===== src/rtl/pirg_pkg.sv =====
package pirg_pkg;

    localparam int CNT_W   = 15;   // free-running tick count width
    localparam int RATE_W  = 4;    // rate code width
    localparam int STAT_W  = 8;    // status byte width
    localparam int BIT_ANY = 7;    // any-interrupt flag position
    localparam int BIT_PER = 6;    // periodic flag position
    localparam int ALIAS_ADD = 7;  // codes 1 and 2 move up by this much

    typedef logic [RATE_W-1:0] rate_t;
    typedef logic [CNT_W-1:0]  cnt_t;

    typedef struct packed {
        logic any_f;
        logic per_f;
    } flags_t;

    // Effective rate code after the low-code alias.
    function automatic rate_t eff_code(input rate_t code);
        if (code == rate_t'(1) || code == rate_t'(2))
            return code + rate_t'(ALIAS_ADD);
        return code;
    endfunction

endpackage


===== src/rtl/pirg_divider.sv =====
module pirg_divider
    import pirg_pkg::*;
(
    input  logic clk,
    input  logic rst,
    input  logic tick,
    output cnt_t cnt
);

    always_ff @(posedge clk) begin
        if (rst)       cnt <= '0;
        else if (tick) cnt <= cnt + cnt_t'(1);
    end

    a_r10_step_on_tick: assert property (@(posedge clk) disable iff (rst)
        tick |=> cnt == $past(cnt) + cnt_t'(1));
    a_r10_hold_no_tick: assert property (@(posedge clk) disable iff (rst)
        !tick |=> $stable(cnt));

endmodule


===== src/rtl/pirg_rate_match.sv =====
module pirg_rate_match
    import pirg_pkg::*;
(
    input  logic  clk,
    input  logic  rst,
    input  logic  tick,
    input  rate_t rate,
    input  logic  enable,
    input  cnt_t  cnt,
    output logic  event_o
);

    // ones[k] is high when count bits k..0 are all set.
    logic [CNT_W-1:0] ones;
    assign ones[0] = cnt[0];
    genvar k;
    generate
        for (k = 1; k < CNT_W; k++) begin : g_chain
            assign ones[k] = ones[k-1] & cnt[k];
        end
    endgenerate

    rate_t eff;
    logic  hit;
    always_comb begin
        eff = eff_code(rate);
        hit = 1'b0;
        // Period 2^(eff-1): the next tick reaches a boundary when the low eff-1 bits are all set.
        if (eff >= rate_t'(3))
            hit = ones[int'(eff) - 2];
        event_o = tick && enable && hit;
    end

    a_r2_code0_silent: assert property (@(posedge clk) disable iff (rst)
        (rate == '0) |-> !event_o);
    a_r6_disabled_silent: assert property (@(posedge clk) disable iff (rst)
        !enable |-> !event_o);
    a_r5_boundary_next: assert property (@(posedge clk) disable iff (rst)
        (event_o && rate == rate_t'(3)) |=> (cnt[1:0] == 2'b00));

endmodule


===== src/rtl/pirg_flags.sv =====
module pirg_flags
    import pirg_pkg::*;
(
    input  logic   clk,
    input  logic   rst,
    input  logic   event_i,
    input  logic   ack,
    input  logic   inhibit,
    output flags_t flags,
    output logic   irq
);

    always_ff @(posedge clk) begin
        if (rst) begin
            flags <= '0;
            irq   <= 1'b0;
        end else if (event_i) begin
            flags <= '{any_f: 1'b1, per_f: 1'b1};
            if (!inhibit) irq <= 1'b1;
        end else if (ack) begin
            flags <= '0;
            irq   <= 1'b0;
        end
    end

    a_r7_event_sets: assert property (@(posedge clk) disable iff (rst)
        event_i |=> (flags.any_f && flags.per_f));
    a_r8_ack_clears: assert property (@(posedge clk) disable iff (rst)
        (ack && !event_i) |=> (flags == '0 && !irq));
    a_r9_no_rise_inhibited: assert property (@(posedge clk) disable iff (rst)
        $rose(irq) |-> !$past(inhibit));

endmodule


===== src/rtl/periodic_irq_gen.sv =====
module periodic_irq_gen
    import pirg_pkg::*;
(
    input  logic              clk,
    input  logic              rst,
    input  logic              tick_32k,
    input  logic [RATE_W-1:0] rate_sel,
    input  logic              pie_en,
    input  logic              irq_inhibit,
    input  logic              status_ack,
    output logic [STAT_W-1:0] status,
    output logic              irq_out
);

    cnt_t   cnt;
    logic   ev;
    flags_t flags;

    pirg_divider u_div (
        .clk  (clk),
        .rst  (rst),
        .tick (tick_32k),
        .cnt  (cnt)
    );

    pirg_rate_match u_match (
        .clk     (clk),
        .rst     (rst),
        .tick    (tick_32k),
        .rate    (rate_sel),
        .enable  (pie_en),
        .cnt     (cnt),
        .event_o (ev)
    );

    pirg_flags u_flags (
        .clk     (clk),
        .rst     (rst),
        .event_i (ev),
        .ack     (status_ack),
        .inhibit (irq_inhibit),
        .flags   (flags),
        .irq     (irq_out)
    );

    always_comb begin
        status          = '0;
        status[BIT_ANY] = flags.any_f;
        status[BIT_PER] = flags.per_f;
    end

    a_r1_reset_quiet: assert property (@(posedge clk)
        rst |=> (status == '0 && !irq_out));

endmodule


===== config.mk =====
export PLATFORM = sky130hd
export DESIGN_NAME = periodic_irq_gen
export DESIGN_NICKNAME = d
export VERILOG_FILES = /design/src/rtl/pirg_pkg.sv /design/src/rtl/pirg_divider.sv /design/src/rtl/pirg_rate_match.sv /design/src/rtl/pirg_flags.sv /design/src/rtl/periodic_irq_gen.sv
export SDC_FILE = /design/constraint.sdc
export NUM_CORES = 1
export LEC_CHECK = 0
export ABC_CLOCK_PERIOD_IN_PS = 4700
export BUFFER_PORTS_ARGS = -buffer_cell sky130_fd_sc_hd__buf_2
export CELL_PAD_IN_SITES_DETAIL_PLACEMENT = 0
export CELL_PAD_IN_SITES_GLOBAL_PLACEMENT = 1
export CORE_ASPECT_RATIO = 0.5
export CORE_MARGIN = 5
export CORE_UTILIZATION = 41
export CTS_CLUSTER_DIAMETER = 80
export DETAILED_ROUTE_END_ITERATION = 6
export GPL_TIMING_DRIVEN = 0
export PLACE_DENSITY = 0.79
export SYNTH_ARGS = -nofsm -noshare
export SYNTH_HDL_FRONTEND = slang
export SYNTH_HIERARCHICAL = 1
export SYNTH_SLANG_ARGS = --single-unit
export TNS_END_PERCENT = 30

===== constraint.sdc =====
create_clock -name clk -period 4.7 [get_ports clk]
set_clock_uncertainty 0.2 [all_clocks]
set_input_delay 0.94 -clock clk [delete_from_list [all_inputs] [get_ports clk]]
set_output_delay 0.94 -clock clk [all_outputs]
set_load 0.02 [all_outputs]

==> impl_metrics.csv, run 1 <==
group,metric,value,unit
synth,synth_top_area_share,28.2,%
hold_path,hold_path.class,"flop to flop",
worst_setup_path,crit_arrival,3840,ps
global_route,grt_antenna_before_repair,0,
route,totalWireLength,2780,um
global_route,grt_max_degree,11,
global_route,grtUsageMet2,20.4,%
route,ant_nets,0,
placed_design,hpwl,2110,um
worst_setup_path,cp-start-kind,"input port",
hold_path,min_from,"u_flags/flags[1]$_SDFFE_PP0P_",
sta,min_period_over_period,82.5,%
synth,synth-seq-cells,17,
route,vias,1110,
route,drcViolationCount,0,
global_route,track_usage,13.7,%
synth,yosys_warnings,6,
worst_setup_path,r2r_slack,2530,ps
synth,synth_top_flop_cell,"dfxtp_1",
hold_path,hold-path-endpoint,"u_flags/flags[1]$_SDFFE_PP0P_",
synth,synthCells,148,
worst_setup_path,r2r_start,"u_div/cnt[3]$_SDFFE_PP0P_",
cells_and_area,fin_nets,185,
floorplanning,dieWidth,86.7,um
synth,yosysSeqAreaShare,28.2,%
global_route,grt_pass1_vias,1026,
route,dr.pass1.iters,4,
placed_design,io_buffers,12,
cells_and_area,antenna_cells,0,
clock_network,cts_max_level,1,
synth,avgSynthCellArea,8.16,um^2
global_route,grt_util_met3,4.38,%
cells_and_area,final_util,51.1,%
sta,fmax,258,MHz
sta,tns,0,ps
cells_and_area,multi_input_area,783,um^2
synth,ys_types,48,
sta,finalSetupViolCount,0,
cells_and_area,n_fill_cell,296,
cells_and_area,area_growth,14.2,%
status,status,"completed",
clock_network,path_clk_slew,70,ps
sta,rsz0062_at_grt,"false",
floorplanning,fp.coreArea,2700,um^2
clock_network,clk_latency,250,ps
synth,synth_top_cell_by_area,"dfxtp_1",
floorplanning,dieHeight,48.4,um
hold_path,min_path_cells,2,
worst_setup_path,required,4670,ps
synth,synth_edf_count,0,
synth,postSynth.asyncResetShare,0,%
route,viasPerCell,5.39,
worst_setup_path,r2r_cells,7,
clock_network,root_buffer,"clkbuf_8",
power_and_ir_drop,p_leak,0.544,nW
worst_setup_path,cp-end-kind,"flop",
global_route,gr-total-overflow,0,
sta,hold_viol,0,
clock_network,post_cts_buffers,0,
floorplanning,io_pins,19,
synth,yosys-top-cells-area,"dfxtp_1 (28%), ha_1 (5.2%), a21oi_1 (5.0%), buf_4 (5.0%), nand3_1 (3.3%)",
route,dr.first_iter.drc_count,79,
floorplanning,start_util,44.7,%
cells_and_area,ff_latch_area,340,um^2
clock_network,hold_buffers,0,
global_route,use_met1,19.1,%
clock_network,clock-sinks,17,
worst_setup_path,regToRegEndpoint,"u_flags/irq$_SDFFE_PP0P_",
clock_network,cts_buffer_depth,2,
placed_design,place.gp.congestion,0.816,
worst_setup_path,worstPathMaxFanout,7,
cells_and_area,drive_gt1_share,23.1,%
clock_network,cts_tree,"built",
power_and_ir_drop,power.density,227,nW/um^2
power_and_ir_drop,vdd_drop_max,0.000144,V
clock_network,cts_resized,0,
synth,synth_area,1210,um^2
job,maxCapViolCount,0,
route,routedWlPerCell,13.5,um
global_route,grt-busiest-layer,"met2",
placed_design,dpl_cell_area,1330,um^2
clock_network,cts_buffers,3,
worst_setup_path,worstSetupPathType,"input port to flop",
sta,drv_slew,0,
floorplanning,dieArea,4200,um^2
global_route,grt_pass1_wl,4730,um
cells_and_area,fin_area,1380,um^2
sta,min_period,3880,ps
cells_and_area,final_cell_mix,"dfxtp_1 (17), buf_2 (13), a21oi_1 (12), nand2_1 (9)",
floorplanning,core.rowCount,13,
cells_and_area,final_common_cell,"dfxtp_1",
cells in the mapped netlist (2+ instances only):
library cell	n
or3_1	2
ha_1	5
buf_4	8
or3_2	2
dfxtp_1	17
xor2_1	4
and2_1	2
mux2_2	3
o21ai_0	6
a211oi_1	2
inv_1	8
nand4_1	2
nand2b_1	2
a31oi_1	4
nor2_1	8
or4_1	4
nand2_1	9
a21oi_1	12
nand4_2	2
nand3_1	8
or4b_1	2
nor4_1	4
nor2b_1	3
o31ai_1	5
metal layers:
metal  vias to the layer above  routed length (um)
li1                        576                   -
met1                       499                1420
met2                        33                1120
met3                         2                 225
met4                         0                   8
met5                         -                   0
registers in the layout (all words and copies together), names as in the netlist:
register,flops
u_flags/irq,1
u_div/cnt,15
u_flags/flags,1
power breakdown:
| part | leakage [nW] | switching [mW] | internal, mW |
|---|---|---|---|
| logic | 0.381 | 0.0306 | 0.0222 |
| clock network | 0.0255 | 0.0512 | 0.0588 |
| registers | 0.137 | 0.00321 | 0.146 |
worst max-delay path: stages:
cell and delay, ps:
buf_2 140, inv_1 110, ha_1 210, or2_0 210
buf_2 160, a21o_1 230, and2_1 190, ha_1 310
or3_1 390, a311oi_2 250, a211oi_1 70, a211oi_1 270
and2b_2 260, o32ai_2 110
metrics by stage:
step | worst slack (ps) | instances | hold slack (ps) | power, mW
2_1_floorplan | 987 | 153 | 269 | 0.191
3_3_place_gp | 580 | 202 | 272 | 0.204
3_5_place_dp | 552 | 202 | 277 | 0.205
4_1_cts | 825 | 206 | 289 | 0.320
5_1_grt | 628 | 206 | 313 | 0.332
6_report | 822 | 206 | 289 | 0.312
worst max-delay path by stage:
stage	startpoint	to	slack, ps
global route	rate_sel[1]	u_flags/irq$_SDFFE_PP0P_	630
global placement	rate_sel[1]	u_flags/irq$_SDFFE_PP0P_	580
CTS	rate_sel[0]	u_flags/irq$_SDFFE_PP0P_	820
detailed placement	rate_sel[0]	u_flags/irq$_SDFFE_PP0P_	550
floorplan	rate_sel[1]	u_flags/irq$_SDFFE_PP0P_	990
finish	rate_sel[1]	u_flags/irq$_SDFFE_PP0P_	820
cell families after synthesis:
kind of cell | count (synthesis) | synth area share (%)
AOI/OAI and AO/OA | 38 | 21.2
muxes | 4 | 3.63
other | 1 | 0.311
and+or+nand+nor | 59 | 29.3
adders and majority gates | 5 | 5.18
xor gates and xnor gates | 5 | 3.63
DFF | 17 | 28.2
buffers and inverters | 19 | 8.50
cell type report:
cell class | count | area share, %
plain buffers | 11 | 5.26
multi-input cells | 117 | 56.8
repair buffers | 12 | 4.36
inverters | 8 | 2.18
well taps | 37 | 3.36
clock buffers | 3 | 2.99
clock inverters | 1 | 0.363
flip-flops and latches | 17 | 24.7
(Power assumes the default switching activity.)
==> inputs of run 2 (changes only) <==
--- a/config.mk
+++ b/config.mk
@@ -5,17 +5,17 @@
 export SDC_FILE = /design/constraint.sdc
 export NUM_CORES = 1
 export LEC_CHECK = 0
-export ABC_CLOCK_PERIOD_IN_PS = 4700
+export ABC_CLOCK_PERIOD_IN_PS = 3250
 export BUFFER_PORTS_ARGS = -buffer_cell sky130_fd_sc_hd__buf_2
 export CELL_PAD_IN_SITES_DETAIL_PLACEMENT = 0
 export CELL_PAD_IN_SITES_GLOBAL_PLACEMENT = 1
 export CORE_ASPECT_RATIO = 0.5
 export CORE_MARGIN = 5
-export CORE_UTILIZATION = 41
+export CORE_UTILIZATION = 37
 export CTS_CLUSTER_DIAMETER = 80
 export DETAILED_ROUTE_END_ITERATION = 6
 export GPL_TIMING_DRIVEN = 0
-export PLACE_DENSITY = 0.79
+export PLACE_DENSITY = 0.75
 export SYNTH_ARGS = -nofsm -noshare
 export SYNTH_HDL_FRONTEND = slang
 export SYNTH_HIERARCHICAL = 1
==> constraint.sdc (replaced) <==
create_clock -name clk -period 3.25 [get_ports clk]
set_clock_uncertainty 0.2 [all_clocks]
set_input_delay 0.65 -clock clk [delete_from_list [all_inputs] [get_ports clk]]
set_output_delay 0.65 -clock clk [all_outputs]
set_load 0.02 [all_outputs]
==> impl_metrics.csv, run 2 (synthesis results as in run 1) <==
group,metric,value,unit
route,viasPerCell,5.37,
floorplanning,start_util,39.4,%
placed_design,dpl_worst_slack,-390,ps
hold_path,hold_path.class,"flop to flop",
cells_and_area,final_util,47.3,%
sta,rsz0062_at_grt,"false",
sta,finalSetupViolCount,0,
power_and_ir_drop,p_total,0.471,mW
route,vias,1133,
floorplanning,io_pins,19,
floorplanning,dieWidth,90.8,um
sta,fin_ws,120,ps
floorplanning,dieArea,4580,um^2
clock_network,root_buffer,"clkbuf_8",
status,status,"completed",
placed_design,place.gp.congestion,0.824,
global_route,grt_pass1_wl,4660,um
sta,drv_slew,0,
route,routedWlPerCell,13.2,um
power_and_ir_drop,p_leak,0.552,nW
route,dr.pass1.iters,4,
clock_network,cts_buffers,3,
global_route,grt_max_degree,12,
worst_setup_path,worstPathMaxFanout,7,
sta,min_period,3130,ps
floorplanning,fp.coreArea,3070,um^2
clock_network,path_clk_slew,70,ps
floorplanning,dieHeight,50.4,um
worst_setup_path,cp-end-kind,"flop",
clock_network,cts_buffer_depth,2,
global_route,gr-total-overflow,0,
cells_and_area,largest_register_ffs,15,
cells_and_area,final_common_cell,"dfxtp_1",
cells_and_area,largestRegisters,"u_div/cnt: 15 flops, u_flags/flags: 1 flops, u_flags/irq: 1 flops",
sta,hold_viol,0,
worst_setup_path,required,3220,ps
route,dr.first_iter.drc_count,34,
placed_design,io_buffers,12,
worst_setup_path,worstSetupPathType,"input port to flop",
worst_setup_path,crit_arrival,3100,ps
cells_and_area,fin_cells,211,
clock_network,clk_latency,260,ps
cells_and_area,fin_nets,187,
clock_network,cts_tree,"built",
floorplanning,core.rowCount,14,
route,top_layer_used,"met4",
sta,fmax,320,MHz
sta,min_period_over_period,96.3,%
placed_design,dp.cells,205,
placed_design,dpl_cell_area,1340,um^2
clock_network,cts_max_level,1,
route,wl_met3,224,um
sta,tns,0,ps
worst_setup_path,cp-start-kind,"input port",
cells_and_area,top_register,"u_div/cnt",
sta,whs,291,ps
global_route,grt_antenna_before_repair,0,
route,drcViolationCount,0,
route,dr_wl_met2,1120,um
route,totalWireLength,2780,um
job,maxCapViolCount,0,
placed_design,hpwl,2050,um
power_and_ir_drop,vdd_drop_max,0.000127,V
power_and_ir_drop,power.density,325,nW/um^2
cells_and_area,drive_gt1_share,29.8,%
cells_and_area,fin_area,1450,um^2
cells_and_area,antenna_cells,0,
route,ant_nets,0,
global_route,track_usage,12.5,%
global_route,grt_pass1_vias,983,
cells_and_area,area_growth,20.0,%
cells_and_area,final_cell_mix,"dfxtp_1 (17), buf_4 (13), a21oi_1 (12), buf_2 (10), nand2_1 (9)",
clock_network,clock-sinks,17,
route,wl_met1,1410,um
-- run 2: cell count changes in the layout (fill, tap and decap cells not counted), moves of 2 or more --
cell	change
a211oi_1	-2
buf_4	+5
ha_1	-3
a211oi_2	+2
ha_2	+2
inv_1	-2
buf_2	-3
inv_2	+2
-- run 2: path summary, 6_finish.rpt --
check | to | slack [ps] | cells past startpoint | startpoint
max | u_flags/irq$_SDFFE_PP0P_ | 120 | 14 | rate_sel[1]
min | u_flags/flags[1]$_SDFFE_PP0P_ | 290 | 2 | u_flags/flags[1]$_SDFFE_PP0P_
max reg2reg | u_flags/irq$_SDFFE_PP0P_ | 1130 | 7 | u_div/cnt[4]$_SDFFE_PP0P_
min reg2reg | u_flags/flags[1]$_SDFFE_PP0P_ | 290 | 2 | u_flags/flags[1]$_SDFFE_PP0P_
-- run 2: power breakdown --
part	internal, mW	switching, mW
Clock	0.0864	0.0819
Combinational	0.0391	0.0478
Sequential	0.212	0.00464
Total	0.337	0.134
-- run 2: per-layer routing --
layer  global-route usage (%)  up-vias
li1                         -      579
met1                     17.7      517
met2                     17.3       35
met3                     4.63        2
met4                     4.15        0
met5                        0        -
-- run 2: area by class of cell --
cell class	instances	area, um^2
clock buffer	3	41.3
fill	301	1620
buffer	11	75.1
multi-input combinational	117	825
inverter	8	30.0
timing repair buffer	14	80.1
sequential	17	340
clock inverter	1	7.51
tap	40	50.0
-- run 2: timing repair --
action                     in CTS  in global routing
gates resized for setup         3                  8
setup buffers                   2                  0
pin swaps                       2                  4
setup endpoints to repair       1                  2
hold buffers                    0                  0
-- run 2: critical path, stage by stage --
cell and delay, ps:
buf_4 120, inv_2 60, ha_2 180, or2_0 220
buf_4 160, a21o_1 160, and2_4 140, ha_4 220
or3_4 330, a311oi_2 270, a211oi_2 60, a211oi_2 170
and2b_2 250, o32ai_2 110
==> inputs of run 3 (changes only) <==
--- a/config.mk
+++ b/config.mk
@@ -15,7 +15,7 @@
 export CTS_CLUSTER_DIAMETER = 80
 export DETAILED_ROUTE_END_ITERATION = 6
 export GPL_TIMING_DRIVEN = 0
-export PLACE_DENSITY = 0.75
+export PLACE_DENSITY_LB_ADDON = 0.1
 export SYNTH_ARGS = -nofsm -noshare
 export SYNTH_HDL_FRONTEND = slang
 export SYNTH_HIERARCHICAL = 1
==> impl_metrics.csv, run 3 (synthesis results as in run 1) <==
group,metric,value,unit
power_and_ir_drop,p_leak,0.547,nW
power_and_ir_drop,switching_share,28.4,%
sta,finalSetupViolCount,0,
floorplanning,dieHeight,50.4,um
sta,drv_slew,0,
route,drcViolationCount,0,
power_and_ir_drop,power.density,327,nW/um^2
sta,min_period_over_period,95.5,%
clock_network,clk_latency,260,ps
global_route,grt_max_degree,12,
clock_network,clock-sinks,17,
worst_setup_path,crit_arrival,3080,ps
global_route,grt_pass1_wl,4690,um
worst_setup_path,cp.buffers_inverters,3,
route,dr.pass1.iters,4,
power_and_ir_drop,p_total,0.467,mW
worst_setup_path,r2r_cells,7,
clock_network,cts_buffers,3,
cells_and_area,largestRegisters,"u_div/cnt: 15 flops, u_flags/flags: 1 flops, u_flags/irq: 1 flops",
sta,min_period,3100,ps
cells_and_area,antenna_cells,0,
cells_and_area,top_register,"u_div/cnt",
power_and_ir_drop,vdd_drop_max,0.000145,V
cells_and_area,drive_gt1_share,27.5,%
worst_setup_path,cp-startpoint,"rate_sel[1]",
route,vias,1114,
worst_setup_path,critPathMaxStageDelay,320,ps
worst_setup_path,r2r_slack,1140,ps
worst_setup_path,worstSetupPathType,"input port to flop",
placed_design,hpwl,2090,um
cells_and_area,fin_area,1430,um^2
clock_network,path_clk_slew,70,ps
job,maxCapViolCount,0,
floorplanning,io_pins,19,
sta,rsz0062_at_grt,"false",
global_route,grt_antenna_before_repair,0,
worst_setup_path,cp-start-kind,"input port",
cells_and_area,final_cell_mix,"dfxtp_1 (17), buf_4 (12), a21oi_1 (12), buf_2 (11), nand2_1 (9)",
power_and_ir_drop,clockPowerShare,36.0,%
placed_design,io_buffers,12,
cells_and_area,area_growth,18.2,%
worst_setup_path,crit_path_top_delay_cell,"or3_1",
worst_setup_path,regToRegEndpoint,"u_flags/irq$_SDFFE_PP0P_",
worst_setup_path,critPathCapture,"u_flags/irq$_SDFFE_PP0P_",
hold_path,hold_path.class,"flop to flop",
worst_setup_path,worstPathMaxFanout,7,
worst_setup_path,required,3230,ps
route,routedWlPerCell,13.1,um
global_route,grt_pass1_vias,971,
placed_design,dpl_cell_area,1340,um^2
worst_setup_path,cpLargestDelayFamily,"simple AND/OR/NAND/NOR gates",
power_and_ir_drop,p_sw,0.133,mW
status,status,"completed",
worst_setup_path,path_cells,"buf_4 > inv_2 > ha_2 > or2_0 > buf_2 > a21o_1 > and2_1 > ha_4 > or3_1 > a311oi_2 > a211oi_1 > a211oi_2 > and2b_2 > o32ai_2",
floorplanning,fp.coreArea,3070,um^2
floorplanning,core.rowCount,14,
power_and_ir_drop,pwr-share-comb,17.7,%
global_route,gr-total-overflow,0,
cells_and_area,n_fill_cell,307,
route,totalWireLength,2770,um
power_and_ir_drop,intPower,0.334,mW
worst_setup_path,path_depth,14,
clock_network,cts_tree,"built",
route,dr.first_iter.drc_count,42,
sta,tns,0,ps
clock_network,cts_buffer_depth,2,
route,ant_nets,0,
sta,hold_viol,0,
floorplanning,start_util,39.4,%
clock_network,cts_max_level,1,
floorplanning,dieArea,4580,um^2
clock_network,root_buffer,"clkbuf_8",
cells_and_area,final_common_cell,"dfxtp_1",
placed_design,place.gp.congestion,0.809,
sta,fmax,322,MHz
cells_and_area,fin_nets,187,
worst_setup_path,r2r_start,"u_div/cnt[11]$_SDFFE_PP0P_",
floorplanning,dieWidth,90.8,um
worst_setup_path,cp-end-kind,"flop",
cells_and_area,final_util,46.6,%
power_and_ir_drop,seqPwrFrac,46.3,%
cells_and_area,largest_register_ffs,15,
route,viasPerCell,5.28,
global_route,track_usage,12.5,%
[run 3: cell counts in the layout (fill, tap and decap cells not counted)]
Identical to the previous run, type by type.
[run 3: how the worst min path moves through the flow]
stage | slack [ps] | end | depth (start not counted) | start
3_3_place_gp | 270 | u_flags/flags[1]$_SDFFE_PP0P_ | 2 | u_flags/flags[1]$_SDFFE_PP0P_
2_1_floorplan | 270 | u_div/cnt[10]$_SDFFE_PP0P_ | 2 | u_div/cnt[10]$_SDFFE_PP0P_
6_report | 290 | u_flags/irq$_SDFFE_PP0P_ | 2 | u_flags/irq$_SDFFE_PP0P_
4_1_cts | 300 | u_flags/irq$_SDFFE_PP0P_ | 2 | u_flags/irq$_SDFFE_PP0P_
3_5_place_dp | 280 | u_flags/irq$_SDFFE_PP0P_ | 2 | u_flags/irq$_SDFFE_PP0P_
5_1_grt | 330 | u_flags/irq$_SDFFE_PP0P_ | 2 | u_flags/irq$_SDFFE_PP0P_
[run 3: power by group through the flow]
stage | logic, mW | registers, mW | clock network, mW
2_1_floorplan | 0.0545 | 0.221 | 0
3_3_place_gp | 0.0750 | 0.221 | 0
3_5_place_dp | 0.0755 | 0.221 | 0
4_1_cts | 0.0810 | 0.216 | 0.175
5_1_grt | 0.0911 | 0.217 | 0.181
6_report | 0.0829 | 0.216 | 0.168
[run 3: metal layers]
layer / routed length, um / GRT usage [%] / part of all wire, % / vias up
li1: - / - / - / 586
met1: 1560 / 19.0 / 56 / 506
met2: 1040 / 16.4 / 38 / 20
met3: 161 / 4.63 / 5.8 / 2
met4: 10 / 2.93 / 0.36 / 0
met5: 0 / 0 / 0 / -
[run 3: repair_timing]
action | 4_1_cts | 5_1_grt
gates resized for setup | 4 | 1
endpoints found under the setup margin | 2 | 1
endpoints found under the hold margin | 0 | 0
hold buffers | 0 | 0
buffers inserted | 2 | 0
pin swaps | 2 | 1
[run 3: area by class of cell]
type / count / area, um^2 / area share (%)
timing repair buffer: 14 / 80.1 / 5.61
sequential: 17 / 340 / 23.8
clock buffer: 3 / 41.3 / 2.89
buffer: 11 / 72.6 / 5.08
multi-input combinational: 117 / 806 / 56.4
inverter: 8 / 30.0 / 2.10
clock inverter: 1 / 7.51 / 0.526
tap: 40 / 50.0 / 3.51
[run 3: metrics by stage]
stage / hold slack [ps] / cells / setup slack [ps]
6_report: 292 / 211 / 147
5_1_grt: 329 / 211 / 36.2
4_1_cts: 295 / 211 / 50.0
3_5_place_dp: 282 / 205 / -431
3_3_place_gp: 271 / 205 / -416
2_1_floorplan: 269 / 153 / 13.1
[run 3: worst min-delay path, stage by stage, from the launching register on]
cell	delay, ps
dfxtp_1	310
nand2b_1	80
o32ai_2	60
